`src/rtl/tmr_pkg.sv`:
```
package tmr_pkg;

    // Counter state machine
    typedef enum logic [1:0] {
        ST_OFF  = 2'd0,
        ST_DOWN = 2'd1,
        ST_ZERO = 2'd2,
        ST_PARK = 2'd3
    } cnt_state_e;

    // Tick source
    typedef enum logic [1:0] {
        SRC_PCLK = 2'd0,
        SRC_GATE = 2'd1,
        SRC_EDGE = 2'd2
    } tick_src_e;

    // Control word, bit 0 is run
    typedef struct packed {
        logic irq_en;
        logic edge_sel;
        logic gate_sel;
        logic run;
    } ctrl_t;

    localparam int unsigned ID_WORDS = 12;

    function automatic logic [7:0] id_byte(input logic [3:0] idx);
        logic [7:0] b;
        unique case (idx)
            4'd0:    b = 8'h04;
            4'd1:    b = 8'h00;
            4'd2:    b = 8'h00;
            4'd3:    b = 8'h00;
            4'd4:    b = 8'h22;
            4'd5:    b = 8'hB8;
            4'd6:    b = 8'h1B;
            4'd7:    b = 8'h00;
            4'd8:    b = 8'h0D;
            4'd9:    b = 8'hF0;
            4'd10:   b = 8'h05;
            4'd11:   b = 8'hB1;
            default: b = 8'h00;
        endcase
        return b;
    endfunction

endpackage

```
`src/rtl/tmr_sync.sv`:
```
module tmr_sync #(
    parameter int unsigned STAGES = 2
) (
    input  logic clk,
    input  logic rst_n,
    input  logic async_i,
    output logic level_o,
    output logic rise_o
);
    localparam int unsigned LAST = STAGES - 1;

    logic [STAGES-1:0] chain_q;
    logic              prev_q;

    always_ff @(posedge clk or negedge rst_n) begin
        if (!rst_n) begin
            chain_q <= '0;
            prev_q  <= 1'b0;
        end else begin
            chain_q <= {chain_q[STAGES-2:0], async_i};
            prev_q  <= chain_q[LAST];
        end
    end

    always_comb begin
        level_o = chain_q[LAST];
        rise_o  = chain_q[LAST] & ~prev_q;
    end

    // an edge yields a single-cycle pulse
    a_r13_single_pulse: assert property (@(posedge clk) disable iff (!rst_n)
        rise_o |=> !rise_o);

endmodule

```
`src/rtl/tmr_tick_sel.sv`:
```
module tmr_tick_sel
    import tmr_pkg::*;
(
    input  logic run_i,
    input  logic gate_sel_i,
    input  logic edge_sel_i,
    input  logic ext_level_i,
    input  logic ext_rise_i,
    output logic tick_o
);
    tick_src_e src;

    always_comb begin
        if (edge_sel_i)      src = SRC_EDGE;
        else if (gate_sel_i) src = SRC_GATE;
        else                 src = SRC_PCLK;
    end

    always_comb begin
        unique case (src)
            SRC_PCLK: tick_o = run_i;
            SRC_GATE: tick_o = run_i & ext_level_i;
            SRC_EDGE: tick_o = run_i & ext_rise_i;
            default:  tick_o = 1'b0;
        endcase
    end

endmodule

```
`src/rtl/tmr_counter.sv`:
```
module tmr_counter
    import tmr_pkg::*;
#(
    parameter int unsigned W = 32
) (
    input  logic         clk,
    input  logic         rst_n,
    input  logic         tick_i,
    input  logic         run_i,
    input  logic         ctrl_wr_i,
    input  logic         value_wr_i,
    input  logic         reload_wr_i,
    input  logic [W-1:0] wdata_i,
    output logic [W-1:0] cnt_o,
    output logic [W-1:0] reload_o,
    output logic         expire_o
);
    localparam logic [W-1:0] ONE = W'(1);

    cnt_state_e   st_q, st_d;
    logic [W-1:0] cnt_q, cnt_d;
    logic [W-1:0] rld_q, rld_d;
    logic         ld_any;

    assign ld_any = ctrl_wr_i | value_wr_i | reload_wr_i;

    function automatic cnt_state_e classify(input logic run,
                                            input logic [W-1:0] c,
                                            input logic [W-1:0] r);
        cnt_state_e s;
        if (!run)           s = ST_OFF;
        else if (c != '0)   s = ST_DOWN;
        else if (r != '0)   s = ST_ZERO;
        else                s = ST_PARK;
        return s;
    endfunction

    // State register
    always_ff @(posedge clk or negedge rst_n) begin
        if (!rst_n) begin
            st_q  <= ST_OFF;
            cnt_q <= '0;
            rld_q <= '0;
        end else begin
            st_q  <= st_d;
            cnt_q <= cnt_d;
            rld_q <= rld_d;
        end
    end

    // Next state: writes take priority over ticks
    always_comb begin
        st_d  = st_q;
        cnt_d = cnt_q;
        rld_d = rld_q;
        if (reload_wr_i) begin
            rld_d = wdata_i;
            cnt_d = wdata_i;
            st_d  = classify(run_i, wdata_i, wdata_i);
        end else if (value_wr_i) begin
            cnt_d = wdata_i;
            st_d  = classify(run_i, wdata_i, rld_q);
        end else if (ctrl_wr_i) begin
            st_d  = classify(run_i, cnt_q, rld_q);
        end else if (tick_i) begin
            unique case (st_q)
                ST_DOWN: begin
                    if (cnt_q == ONE) begin
                        cnt_d = '0;
                        st_d  = (rld_q != '0) ? ST_ZERO : ST_PARK;
                    end else begin
                        cnt_d = cnt_q - ONE;
                    end
                end
                ST_ZERO: begin
                    cnt_d = rld_q;
                    st_d  = (rld_q != '0) ? ST_DOWN : ST_PARK;
                end
                ST_OFF:  st_d = ST_OFF;
                ST_PARK: st_d = ST_PARK;
                default: st_d = ST_OFF;
            endcase
        end
    end

    // Outputs
    always_comb begin
        cnt_o    = cnt_q;
        reload_o = rld_q;
        expire_o = tick_i && !ld_any && (st_q == ST_DOWN) && (cnt_q == ONE);
    end

    // a running count moves by at most one per cycle
    a_r3_step_at_most_one: assert property (@(posedge clk) disable iff (!rst_n)
        (st_q == ST_DOWN && !ld_any) |=>
            (cnt_q == $past(cnt_q) || cnt_q == $past(cnt_q) - ONE));

    // a stopped count is frozen
    a_r3_off_frozen: assert property (@(posedge clk) disable iff (!rst_n)
        (st_q == ST_OFF && !ld_any) |=> $stable(cnt_q));

    // the tick after reaching zero loads the reload value
    a_r5_zero_then_reload: assert property (@(posedge clk) disable iff (!rst_n)
        (st_q == ST_ZERO && tick_i && !ld_any) |=> (cnt_q == $past(rld_q)));

    // a parked counter stays parked at zero
    a_r6_park_holds: assert property (@(posedge clk) disable iff (!rst_n)
        (st_q == ST_PARK && !ld_any) |=> (cnt_q == '0 && st_q == ST_PARK));

endmodule

```
`src/rtl/tmr_regs.sv`:
```
module tmr_regs
    import tmr_pkg::*;
#(
    parameter int unsigned DATA_W = 32,
    parameter int unsigned ADDR_W = 12
) (
    input  logic              clk,
    input  logic              rst_n,
    input  logic              psel,
    input  logic              penable,
    input  logic              pwrite,
    input  logic [ADDR_W-1:0] paddr,
    input  logic [3:0]        pwdata_lo,
    input  logic [DATA_W-1:0] cnt_i,
    input  logic [DATA_W-1:0] rld_i,
    input  logic              expire_i,
    output ctrl_t             ctrl_o,
    output logic              run_o,
    output logic              ctrl_wr_o,
    output logic              value_wr_o,
    output logic              reload_wr_o,
    output logic [DATA_W-1:0] prdata_o,
    output logic              irq_o
);
    localparam int unsigned WORD_W  = ADDR_W - 2;
    localparam int unsigned ID_BASE = (1 << WORD_W) - ID_WORDS;

    ctrl_t             ctrl_q;
    logic              sts_q, sts_d;
    logic              wr_en, aligned, sts_clr;
    logic [WORD_W-1:0] word;
    logic              hit_ctrl, hit_val, hit_rld, hit_sts, hit_id;
    logic [3:0]        id_idx;

    always_comb begin
        wr_en    = psel & penable & pwrite;
        aligned  = (paddr[1:0] == 2'b00);
        word     = paddr[ADDR_W-1:2];
        hit_ctrl = aligned && (word == WORD_W'(0));
        hit_val  = aligned && (word == WORD_W'(1));
        hit_rld  = aligned && (word == WORD_W'(2));
        hit_sts  = aligned && (word == WORD_W'(3));
        hit_id   = aligned && (word >= WORD_W'(ID_BASE));
        id_idx   = 4'(word - WORD_W'(ID_BASE));
    end

    always_comb begin
        ctrl_wr_o   = wr_en & hit_ctrl;
        value_wr_o  = wr_en & hit_val;
        reload_wr_o = wr_en & hit_rld;
        sts_clr     = wr_en & hit_sts & pwdata_lo[0];
        run_o       = ctrl_wr_o ? pwdata_lo[0] : ctrl_q.run;
    end

    // Flag: a new expiry outranks a clearing write
    always_comb begin
        sts_d = sts_q;
        if (sts_clr)                      sts_d = 1'b0;
        if (expire_i && ctrl_q.irq_en)    sts_d = 1'b1;
    end

    always_ff @(posedge clk or negedge rst_n) begin
        if (!rst_n) begin
            ctrl_q <= '0;
            sts_q  <= 1'b0;
        end else begin
            if (ctrl_wr_o) ctrl_q <= ctrl_t'(pwdata_lo);
            sts_q <= sts_d;
        end
    end

    always_comb begin
        if (hit_ctrl)      prdata_o = {{(DATA_W-4){1'b0}}, ctrl_q};
        else if (hit_val)  prdata_o = cnt_i;
        else if (hit_rld)  prdata_o = rld_i;
        else if (hit_sts)  prdata_o = {{(DATA_W-1){1'b0}}, sts_q};
        else if (hit_id)   prdata_o = DATA_W'(id_byte(id_idx));
        else               prdata_o = '0;
        ctrl_o = ctrl_q;
        irq_o  = sts_q;
    end

    // writing zero to the flag word never clears the flag
    a_r9_zero_write_keeps: assert property (@(posedge clk) disable iff (!rst_n)
        (sts_q && wr_en && hit_sts && !pwdata_lo[0]) |=> sts_q);

endmodule

```
`src/rtl/apb_reload_timer.sv`:
```
module apb_reload_timer
    import tmr_pkg::*;
#(
    parameter int unsigned DATA_W      = 32,
    parameter int unsigned ADDR_W      = 12,
    parameter int unsigned SYNC_STAGES = 2
) (
    input  logic              pclk,
    input  logic              presetn,
    input  logic              psel,
    input  logic              penable,
    input  logic              pwrite,
    input  logic [ADDR_W-1:0] paddr,
    input  logic [DATA_W-1:0] pwdata,
    output logic [DATA_W-1:0] prdata,
    output logic              pready,
    output logic              pslverr,
    input  logic              ext_in,
    output logic              irq
);
    ctrl_t             ctrl;
    logic              run_next, ctrl_wr, value_wr, reload_wr;
    logic              ext_level, ext_rise, tick, expire;
    logic [DATA_W-1:0] cnt, rld;

    assign pready  = 1'b1;
    assign pslverr = 1'b0;

    tmr_sync #(.STAGES(SYNC_STAGES)) u_sync (
        .clk     (pclk),
        .rst_n   (presetn),
        .async_i (ext_in),
        .level_o (ext_level),
        .rise_o  (ext_rise)
    );

    tmr_tick_sel u_tick (
        .run_i       (ctrl.run),
        .gate_sel_i  (ctrl.gate_sel),
        .edge_sel_i  (ctrl.edge_sel),
        .ext_level_i (ext_level),
        .ext_rise_i  (ext_rise),
        .tick_o      (tick)
    );

    tmr_counter #(.W(DATA_W)) u_cnt (
        .clk         (pclk),
        .rst_n       (presetn),
        .tick_i      (tick),
        .run_i       (run_next),
        .ctrl_wr_i   (ctrl_wr),
        .value_wr_i  (value_wr),
        .reload_wr_i (reload_wr),
        .wdata_i     (pwdata),
        .cnt_o       (cnt),
        .reload_o    (rld),
        .expire_o    (expire)
    );

    tmr_regs #(.DATA_W(DATA_W), .ADDR_W(ADDR_W)) u_regs (
        .clk         (pclk),
        .rst_n       (presetn),
        .psel        (psel),
        .penable     (penable),
        .pwrite      (pwrite),
        .paddr       (paddr),
        .pwdata_lo   (pwdata[3:0]),
        .cnt_i       (cnt),
        .rld_i       (rld),
        .expire_i    (expire),
        .ctrl_o      (ctrl),
        .run_o       (run_next),
        .ctrl_wr_o   (ctrl_wr),
        .value_wr_o  (value_wr),
        .reload_wr_o (reload_wr),
        .prdata_o    (prdata),
        .irq_o       (irq)
    );

    // an enabled expiry always leaves the interrupt raised
    a_r4_expiry_raises_irq: assert property (@(posedge pclk) disable iff (!presetn)
        (expire && ctrl.irq_en) |=> irq);

    // with interrupts masked a low line stays low
    a_r4_masked_stays_low: assert property (@(posedge pclk) disable iff (!presetn)
        (!irq && !ctrl.irq_en) |=> !irq);

    // the control word never reads back upper bits
    a_r2_ctrl_upper_zero: assert property (@(posedge pclk) disable iff (!presetn)
        (psel && !pwrite && paddr == '0) |-> (prdata[DATA_W-1:4] == '0));

endmodule

```
`config.mk`:
```
export PLATFORM = sky130hd
export DESIGN_NAME = apb_reload_timer
export DESIGN_NICKNAME = d
export VERILOG_FILES = /design/src/rtl/tmr_pkg.sv /design/src/rtl/tmr_sync.sv /design/src/rtl/tmr_tick_sel.sv /design/src/rtl/tmr_counter.sv /design/src/rtl/tmr_regs.sv /design/src/rtl/apb_reload_timer.sv
export SDC_FILE = /design/constraint.sdc
export NUM_CORES = 1
export LEC_CHECK = 0
export ABC_AREA = 1
export ABC_CLOCK_PERIOD_IN_PS = 1460
export CELL_PAD_IN_SITES_DETAIL_PLACEMENT = 1
export CELL_PAD_IN_SITES_GLOBAL_PLACEMENT = 1
export CORE_ASPECT_RATIO = 1.5
export CORE_UTILIZATION = 35
export DETAILED_ROUTE_END_ITERATION = 10
export PLACE_DENSITY_LB_ADDON = 0.1
export SYNTH_ARGS = -nofsm -noshare
export SYNTH_HDL_FRONTEND = slang
export SYNTH_SLANG_ARGS = --single-unit
```
`constraint.sdc`:
```
create_clock -name pclk -period 1.46 [get_ports pclk]
set_input_delay 0.146 -clock pclk [delete_from_list [all_inputs] [get_ports pclk]]
set_output_delay 0.146 -clock pclk [all_outputs]
set_load 0.02 [all_outputs]
```
==> out/qor.txt, run 1 <==
status -> aborted with a tool error
failing step -> 5_1_grt
Err -> [ERROR GRT-0232] Routing congestion too high. Check the congestion heatmap in the GUI.
CTS Root Cell -> clkbuf_16
worst slack, placed -> -1.20 ns
YS warnings -> 0
Avg Inst Size Synth -> 6.49 sq um
Mapped Nets -> 970
register bit total from synthesis -> 74
ys async rst share -> 100%
Die W -> 108 um
synthesized instance count -> 905
H-tree depth -> 3
grt ovf -> 346
register area share after synthesis -> 31.5%
Num CTS Buffers -> 9
Detailed Place HPWL -> 20.3 mm
I/O Buffers -> 82
Post-synth EDFFs -> 0
Die Ht -> 161 um
largest net degree at the start of global routing -> 32
GRT Resource Usage Total -> 84.2%
Sink Count -> 74
GP Congestion -> 0.907
grt repair worst endpoint -> u_cnt.cnt_o[15]$_DFFE_PN0P_/D
maximum clock insertion buffer count -> 2
Initial Util -> 36.0%
post-synthesis instance area -> 5870 sq um
ys flop type -> dfrtp_1
IO Count -> 85
Cell Rows -> 57
Worst EP Category -> register input
count of cell types in the netlist -> 40
per-stage QoR:
step	utilization, %	setup TNS, ns	instance area (sq um)	std cells
after global placement	56.7	-71.71	9270	1400
after floorplan	-	-1.35	6410	905
after CTS	68.5	-9.61	11200	1463
after detailed placement	56.7	-81.80	9270	1400
kinds of logic after synthesis:
logic type | synth area share (%)
AND/OR/NAND/NOR | 39.5
buffers and inverters | 10.5
multiplexers | 0.767
flip-flops | 31.5
XOR/XNOR | 2.09
adder cells (fa/ha/maj) | 3.19
AO/OA/AOI/OAI | 12.3
other | 0.128
synth_stat cells (2+ instances only):
library cell	n	area (sq um)
ha_1	15	188
inv_4	2	12.5
nand2_2	9	56.3
o22ai_1	14	87.6
dfrtp_1	74	1850
xor2_1	7	61.3
buf_1	3	11.3
o21ai_1	13	65.1
inv_2	4	15.0
nand4_1	9	56.3
xnor2_1	7	61.3
nand3_2	6	60.1
o21bai_1	2	15.0
o221ai_1	3	26.3
buf_2	8	40.0
nand2_4	3	33.8
mux2_2	4	45.0
o211ai_1	2	15.0
buf_6	5	56.3
clkbuf_1	8	30.0
a21oi_1	39	195
nand3_1	81	405
conb_1	2	7.51
o21ai_0	50	250
inv_1	100	375
buf_4	8	60.1
nor2_4	6	67.6
nor2_1	99	372
a31oi_1	3	18.8
nand2_1	291	1090
nor2_2	13	81.3
o211ai_2	2	25.0
nor3_1	6	30.0
per-layer routing:
metal	global-route usage (%)	overflow
met1	83.0	1
met2	102	223
met5	12.2	1
met4	92.1	116
met3	66.5	5
what timing repair did:
item,4_1_cts
endpoints found under the hold margin,60
hold buffers,1
setup endpoints to repair,104
setup buffers,37
pin swaps,89
cloned,10
gates resized for setup,505
==> run 2, diff against run 1 <==
--- a/config.mk
+++ b/config.mk
@@ -6,13 +6,10 @@
 export NUM_CORES = 1
 export LEC_CHECK = 0
 export ABC_AREA = 1
-export ABC_CLOCK_PERIOD_IN_PS = 1460
-export CELL_PAD_IN_SITES_DETAIL_PLACEMENT = 1
-export CELL_PAD_IN_SITES_GLOBAL_PLACEMENT = 1
-export CORE_ASPECT_RATIO = 1.5
-export CORE_UTILIZATION = 35
+export ABC_CLOCK_PERIOD_IN_PS = 1900
+export CORE_UTILIZATION = 30
 export DETAILED_ROUTE_END_ITERATION = 10
-export PLACE_DENSITY_LB_ADDON = 0.1
+export PLACE_DENSITY_LB_ADDON = 0.15
 export SYNTH_ARGS = -nofsm -noshare
 export SYNTH_HDL_FRONTEND = slang
 export SYNTH_SLANG_ARGS = --single-unit
==> constraint.sdc (replaced) <==
create_clock -name pclk -period 1.9 [get_ports pclk]
set_input_delay 0.19 -clock pclk [delete_from_list [all_inputs] [get_ports pclk]]
set_output_delay 0.19 -clock pclk [all_outputs]
set_load 0.02 [all_outputs]
==> run 2 against run 1 <==
Compared with the run above:
- synthesized area is the same
- synthesized cell count is the same
- the run now ends clean
==> out/qor.txt, run 2 <==
worst-path maximum fanout -> 4
Initial Util -> 31.0% (-5.0 points)
CTS Root Cell -> clkbuf_16
initial antenna violation count -> 0
Fmax -> 0.549 GHz
area of the multi-input gates -> 3630 sq um
Synth Area in Adders -> 3.19% (unchanged)
ANT cells -> 0
Initial DRT Pass Iterations -> 5
post-synthesis compound-gate area fraction -> 12.3% (unchanged)
Detailed Place HPWL -> 16.2 mm (-20%)
grt ovf -> 0
WL per Instance -> 15.4 um
DRC -> 0
largest family of logic cells by synthesized area -> simple AND/OR/NAND/NOR gates
min Tclk post-route -> 1.82 ns
power density over cell area -> 447 nW/um^2
final core occ -> 44.6%
IO Count -> 85 (unchanged)
die area -> 20100 sq um
Clock Latency Late Sink -> 0.35 ns
WP data arrival -> 1.63 ns
Setup-failing EPs final -> 0
Sink Count -> 74 (unchanged)
fin worst setup slack -> 0.0776 ns
register area share after synthesis -> 31.5% (unchanged)
layout cells sized above 1 -> 26.0%
VDD IR max -> 0.409 mV
RSZ-0062 raised after global routing -> no
top-count cell post-synth -> nand2_1
via count -> 6411
Mapped Nets -> 970 (unchanged)
first-pass GRT wire length -> 34.2 mm
Avg Inst Size Synth -> 6.49 sq um (unchanged)
I/O Buffers -> 82 (unchanged)
commonest non-fill, non-tap cell in the layout -> nand2_1
YS warnings -> 0 (unchanged)
Worst Setup End Kind -> primary output
register bit total from synthesis -> 74 (unchanged)
Synth area leaders -> dfrtp_1 (32%), nand2_1 (19%), nand3_1 (6.9%)
Yosys top cell area share -> 31.5% (unchanged)
synthesized instance count -> 905 (unchanged)
# nets final -> 1160
worst slack, placed -> -0.776 ns (+0.427 ns)
GP Congestion -> 0.860 (-5.1%)
Die W -> 142 um (+32%)
total wire length -> 20.9 mm
maximum clock insertion buffer count -> 2 (unchanged)
drt first-iter violations -> 339
Die Ht -> 142 um (-12%)
GRT Resource Usage Total -> 22.1%
Num CTS Buffers -> 9 (unchanged)
vias in the first global route -> 6476
most frequent cells in the layout -> nand2_1 (288), buf_4 (125), inv_1 (91), nor2_1 (83)
mux cell area share after synthesis -> 0.767% (unchanged)
count of cell types in the netlist -> 40 (unchanged)
Worst Setup Start Kind -> input port
post-route ant nets -> 0
sequential cell area -> 1850 sq um
status -> completed
ys flop type -> dfrtp_1
xor and xnor area share after synthesis -> 2.09% (unchanged)
ys async rst share -> 100% (unchanged)
Slew Limit Fails -> 0
cell taking the most area after synthesis -> dfrtp_1
H-tree depth -> 3 (unchanged)
Hold Path Class -> input port to asynchronous set/reset pin
CTS tree -> done
Critical Path RT -> 1.71 ns
Final Hold Fails -> 0
Cell Rows -> 50 (-12%)
post-synthesis simple-gate area fraction -> 39.5% (unchanged)
Clock Skew -> 0.00715 ns
crit path kind -> input port to primary output
drt via density -> 4.72
CORE AREA -> 19000 sq um
FILL cells -> 1989
leakage power -> 4.13 nW
post-synthesis instance area -> 5870 sq um (unchanged)
Post-synth EDFFs -> 0 (unchanged)
period utilization -> 95.9%
Post-synth top cells -> nand2_1 (291), inv_1 (100), nor2_1 (99), nand3_1 (81), dfrtp_1 (74)
MaxCap Viol Count -> 0
area growth from synthesis to layout -> 43.9%
largest net degree at the start of global routing -> 39
CTS clock-pin slew for the worst setup and hold paths -> 0.06 ns
[run 2: critical path, cell delays in order]
cell and delay [ns]:
clkdlybuf4s15_1 0.17, inv_2 0.07, ha_4 0.14, nand2_4 0.06
nor2_4 0.13, buf_4 0.12, inv_2 0.04, buf_12 0.14
buf_12 0.13, buf_4 0.14, nand3_1 0.09, a21oi_2 0.05
buf_4 0.16
[run 2: per-stage QoR]
stage	hold slack (ns)	area [sq um]	instances	TNS (ns)	total power, mW
2_1_floorplan	-0.106	5870	905	0	1.71
4_1_cts	0.274	8340	1359	0	3.81
5_1_grt	0.279	8460	1359	0	3.90
3_3_place_gp	0.0969	7890	1333	-37.85	1.95
3_5_place_dp	0.0938	7890	1333	-36.52	1.95
6_report	0.272	8460	1359	0	3.78
[run 2: path summary, 6_finish.rpt]
check / from / end / slack [ns] / depth (start not counted)
setup / recovery: paddr[5] / prdata[27] / 0.08 / 13
hold / removal: presetn / u_cnt.reload_o[10] / 0.27 / 2
setup reg to reg: u_cnt.cnt_o[29] / u_cnt.cnt_o[12] / 0.12 / 11
hold reg to reg: u_sync.chain_q[0] / u_sync.chain_q[1] / 0.36 / 0
max in group asynchronous: presetn / u_cnt.reload_o[26] / 1.08 / 3
min in group pclk: ext_in / u_sync.chain_q[0] / 0.28 / 1
[run 2: cell families after synthesis]
group                    Yosys count
AO/OA/AOI/OAI                    130
XOR/XNOR                          14
adder cells (fa/ha/maj)           15
buffers and inverters            139
flip-flops                        74
multiplexers                       4
other                              2
AND/OR/NAND/NOR                  527
[run 2: cell type report]
type | instances | share of cell area, %
repair buffers | 212 | 22.8
inverters | 106 | 4.82
well taps | 260 | 3.85
clock buffers | 10 | 2.71
flip-flops and latches | 74 | 21.9
multi-input cells | 692 | 42.9
clock inverters | 5 | 0.947
[run 2: report_power, final]
part,switching [mW],internal [mW]
Clock,0.702,1.14
Sequential,0.00572,1.58
Combinational,0.179,0.171
[run 2: what timing repair did]
| action | 4_1_cts | 5_1_grt |
|---|---|---|
| setup endpoints to repair | 36 | 40 |
| endpoints found under the hold margin | 18 | 0 |
| pin swaps | 20 | 16 |
| hold buffers | 1 | 0 |
| gates resized for setup | 202 | 52 |
| buffers inserted | 8 | 0 |
| cloned | 2 | 0 |
[run 2: per-layer routing]
metal | vias up | routed length, um | part of all wire (%) | global-route usage (%)
li1 | 3259 | - | - | -
met1 | 2985 | 10400 | 50 | 31.2
met2 | 147 | 9380 | 45 | 35.4
met3 | 20 | 839 | 4.0 | 2.93
met4 | 0 | 231 | 1.1 | 5.32
met5 | - | 0 | 0 | 0
(Power assumes the default switching activity.)
